==> config.mk <==
export PLATFORM = sky130hd
export DESIGN_NAME = simt_mask_ctrl
export DESIGN_NICKNAME = d
export VERILOG_FILES = /design/src/rtl/simt_mask_ctrl.sv
export SDC_FILE = /design/constraint.sdc
export NUM_CORES = 1
export LEC_CHECK = 0
export BUFFER_PORTS_ARGS = -buffer_cell sky130_fd_sc_hd__buf_2
export CORE_MARGIN = 5
export CORE_UTILIZATION = 62
export CTS_BUF_LIST = sky130_fd_sc_hd__clkbuf_8
export DETAILED_ROUTE_END_ITERATION = 10
export PLACE_DENSITY = 0.86
export RECOVER_POWER = 25
export SETUP_SLACK_MARGIN = 0.5
export SYNTH_ARGS = -nofsm -noshare
export SYNTH_HDL_FRONTEND = slang
export SYNTH_SLANG_ARGS = --single-unit
export TNS_END_PERCENT = 50
==> constraint.sdc <==
create_clock -name clk -period 15.9 [get_ports clk]
set_input_delay 3.18 -clock clk [delete_from_list [all_inputs] [get_ports clk]]
set_output_delay 3.18 -clock clk [all_outputs]
set_load 0.005 [all_outputs]
==> src/rtl/simt_mask_ctrl.sv <==
module simt_mask_ctrl #(
  parameter int LANES = 64,
  parameter int DEPTH = 8
) (
  input  logic             clk,
  input  logic             rst_n,
  input  logic             cmd_valid,
  input  logic [1:0]       cmd_op,
  input  logic [LANES-1:0] cond,
  output logic [LANES-1:0] active_mask,
  output logic             skip,
  output logic             err
);
  localparam int PW = $clog2(DEPTH + 1);
  localparam int AW = (DEPTH > 1) ? $clog2(DEPTH) : 1;
  localparam logic [1:0] OP_IF = 2'b00;
  localparam logic [1:0] OP_ELSE = 2'b01;
  localparam logic [1:0] OP_END = 2'b10;

  logic [LANES-1:0] outer_q [DEPTH];
  logic [LANES-1:0] taken_q [DEPTH];
  logic [PW-1:0]    depth_q;
  logic [AW-1:0]    top_idx, push_idx;

  wire full    = (depth_q == PW'(DEPTH));
  wire empty   = (depth_q == '0);
  wire do_if   = cmd_valid && (cmd_op == OP_IF);
  wire do_else = cmd_valid && (cmd_op == OP_ELSE);
  wire do_end  = cmd_valid && (cmd_op == OP_END);
  wire bad     = (do_if && full) || ((do_else || do_end) && empty);

  assign top_idx  = AW'(depth_q - PW'(1));
  assign push_idx = AW'(depth_q);
  assign skip     = ~|active_mask;

  always_ff @(posedge clk) begin
    if (!rst_n) begin
      active_mask <= '1;
      depth_q     <= '0;
      err         <= 1'b0;
    end else if (bad) begin
      err <= 1'b1;
    end else if (do_if) begin
      active_mask <= active_mask & cond;
      depth_q     <= depth_q + PW'(1);
    end else if (do_else) begin
      active_mask <= outer_q[top_idx] & ~taken_q[top_idx];
    end else if (do_end) begin
      active_mask <= outer_q[top_idx];
      depth_q     <= depth_q - PW'(1);
    end
  end

  always_ff @(posedge clk) begin
    if (rst_n && do_if && !full) begin
      outer_q[push_idx] <= active_mask;
      taken_q[push_idx] <= active_mask & cond;
    end
  end


  if_narrows_chk: assert property (@(posedge clk) disable iff (!rst_n)
    do_if && !full |=> (active_mask & ~$past(active_mask)) == '0);

  overflow_hold_chk: assert property (@(posedge clk) disable iff (!rst_n)
    do_if && full |=> $stable(active_mask) && err);

  underflow_hold_chk: assert property (@(posedge clk) disable iff (!rst_n)
    (do_else || do_end) && empty |=> $stable(active_mask) && err);

  err_sticky_chk: assert property (@(posedge clk) disable iff (!rst_n)
    err |=> err);

  idle_hold_chk: assert property (@(posedge clk) disable iff (!rst_n)
    !cmd_valid |=> $stable(active_mask));

  depth_bound_chk: assert property (@(posedge clk) disable iff (!rst_n)
    depth_q <= PW'(DEPTH));
endmodule

==> results.ini <==
[status]
outcome = completed

[clock_tree]
clockRootBuffer = clkbuf_8
post-cts-setup-buffers = 0
clkTransAtPathRegs_ns = 0.06
cts_buffers = 166
post_cts_resize_count = 0
clk_latency_ns = 0.82
clockBufferDepth = 3
cts_tree = done
ctsHoldBuffers = 0
htreeDepth = 4
cts_sinks = 1093

[yosys]
ys_ff_latch = 1093
syn_avg_cell_area_sq_um = 20.1
synthesis.area_sq_um = 42600
ys_warn_count = 0
ys_seq_area_frac = 0.754
netlist_instances = 2121
syn-num-nets = 2193
ys_types = 33

[detailed_routing]
wirelength_mm = 93.7
drc = 0
drtPass1Iterations = 8
viasPerCell = 6.58
drt-initial-drc-count = 2874
ant_nets = 0
wire_per_inst_microns = 27.8
vias = 22200

[timing]
setup_violations = 0
worst_pin_slew_ns = 1.25
finalSetupTns_ns = 0
fin_skew_ns = 0.0380
hold_viol = 0
post-route-period-util = 0.433
max_clock_freq_mhz = 145
drv_slew = 0
min_period_ns = 6.88
holdWs_ns = 0.482
slew_headroom = 0.166
setup_ws_ns = 9.02
grt_setup_unrepaired = false

[floorplan]
core-area_sq_um = 68300
dieArea_sq_um = 74100
io_pins = 135
die_w_microns = 272
start_util = 0.624
die_height_microns = 272
fp-row-count = 96

[global_routing]
grt_util_met3 = 0.0592
antenna_found_initial = 2
met2_usage = 0.411
grt_util_all_layers = 0.255
grt.busiest_layer = met2
grt_pass1_vias = 23300
grt_first_pass_wirelength_mm = 141
grt_max_degree = 79
met1_usage = 0.356
grt-ovfl-total = 0

[power_and_ir_drop]
seq_power_share = 0.527
power.internal_w = 0.00477
clockPowerShare = 0.360
leakage_nw = 15.0
p_total_w = 0.00633
powerDensity_nw_per_um2 = 133
irDropWorstVdd_v = 0.0000946
combPwrFrac = 0.113
p_switching_w = 0.00155
netSwitchingFraction = 0.246

[worst_setup_path]
cp_max_fo = 60
cpPeakStageDelay_ns = 0.91
ff2ff_path_depth = 8
crit_required_ns = 16.31
worstSetupPathType = primary input to flop
crit_top_cell = buf_4
cp_cell_sequence = buf_2 -> nor3b_4 -> buf_4 -> nand4_1 -> nor2_4 -> buf_4 -> buf_4
critPathCaptureType = flop
critPathLaunchType = primary input
reg2reg_from = depth_q[0]
arrival_ns = 7.29
cp_slowest_cell = buf_4
reg2reg_to = active_mask[9]
reg2reg_slack_ns = 10.75

[worst_hold_path]
hold_depth = 1
min_to = err
hp-start = err
holdCritPathClass = flop to flop

[placement]
dp_slack_ns = 8.18
gp_congestion = 0.745
port_buffers = 134
hpwl_mm = 48.7

[final_layout]
fillers = 3819
fin_nets = 2412
layout-drive-gt1-share = 0.298
final_cell_mix = edfxtp_1, mux4_2, clkbuf_8
utilization = 0.697
areaGrowthSynthToFinish_pct = 11.7
final_common_cell = edfxtp_1
antennaDiodeCount = 0

[flow_run]
drv_cap = 0

## worst max-delay path by stage
stage / to / slack (ns) / startpoint / cells past startpoint
floorplan: outer_q[1][0] / 2.29 / cmd_op[1] / 5
global placement: outer_q[3][8] / 8.27 / cmd_op[1] / 7
detailed placement: outer_q[3][3] / 8.18 / cmd_op[1] / 7
CTS: outer_q[3][56] / 9.05 / cmd_op[1] / 7
global route: outer_q[3][56] / 8.90 / cmd_op[1] / 7
finish: outer_q[3][56] / 9.02 / cmd_op[1] / 7
## per-stage QoR
step	instances	area, sq um
after floorplan	2121	42600
after global placement	3054	44300
after detailed placement	3054	44300
after CTS	3367	47600
after global routing	3367	47600
final	3367	47600
## registers in the layout, indices dropped and copies added, names as in the netlist
signal	flops
active_mask	64
depth_q	4
err	1
outer_q	512
taken_q	512
## cell type report
cell class | instances | area [sq um] | share of cell area
sequential | 1093 | 32100 | 0.675
multi-input combinational | 902 | 10000 | 0.211
timing repair buffer | 173 | 960 | 0.0202
clock buffer | 195 | 2680 | 0.0564
tap | 882 | 1100 | 0.0232
inverter | 4 | 15.0 | 0.000315
clock inverter | 118 | 678 | 0.0142
## critical path, delay by kind of cell
family / cells / cell delay (ns)
buffers and inverters: 4 / 2.42
AND/OR/NAND/NOR: 3 / 1.59
## routing by layer
metal	part of all wire	vias up	routed length, microns
li1	-	9118	-
met1	0.37	11500	34500
met2	0.50	1383	47300
met3	0.10	158	9710
met4	0.023	0	2190
met5	0	-	0
## cell families (layout without fill, tap and decap cells)
| kind of cell | Yosys count | count (layout) | share of synthesized area |
|---|---|---|---|
| AOI/OAI and AO/OA | 200 | 200 | 0.0425 |
| adders and majority gates | 3 | 3 | 0.000881 |
| and+or+nand+nor | 434 | 434 | 0.0518 |
| DFF | 1093 | 1093 | 0.754 |
| muxes | 259 | 259 | 0.136 |
| xor gates and xnor gates | 6 | 6 | 0.00123 |
| buffers and inverters | 126 | 490 | 0.0141 |
## synth_stat cells (all sizes together)
cell type     n  area share
o311ai        1     0.00021
buf          67      0.0089
ha            3     0.00088
xnor2         4     0.00082
or3           2     0.00029
edfxtp     1024        0.72
nor3          4     0.00047
o21a          2     0.00035
nor2         73      0.0064
mux4        256        0.14
a21oi        66      0.0077
nor2b         2     0.00029
inv           4     0.00035
mux2i         3     0.00070
a221oi       64       0.023
xor2          2     0.00041
nor4         18      0.0026
nand2b        3     0.00044
dfxtp        69       0.032
o21ai         3     0.00035
and3          1     0.00015
nand4         6     0.00088
nand2       131       0.012
and2        192       0.028
o31ai        64       0.011
clkbuf       55      0.0048
nand3b        1     0.00018
nor3b         1     0.00029
## power by group through the flow
stage	registers (W)	logic, W	clock network (W)
after floorplan	0.00336	0.000518	0
after global placement	0.00339	0.000680	0
after detailed placement	0.00340	0.000708	0
after CTS	0.00334	0.000715	0.00231
after global routing	0.00334	0.000760	0.00245
final	0.00334	0.000713	0.00228
(Power assumes the default switching activity.)
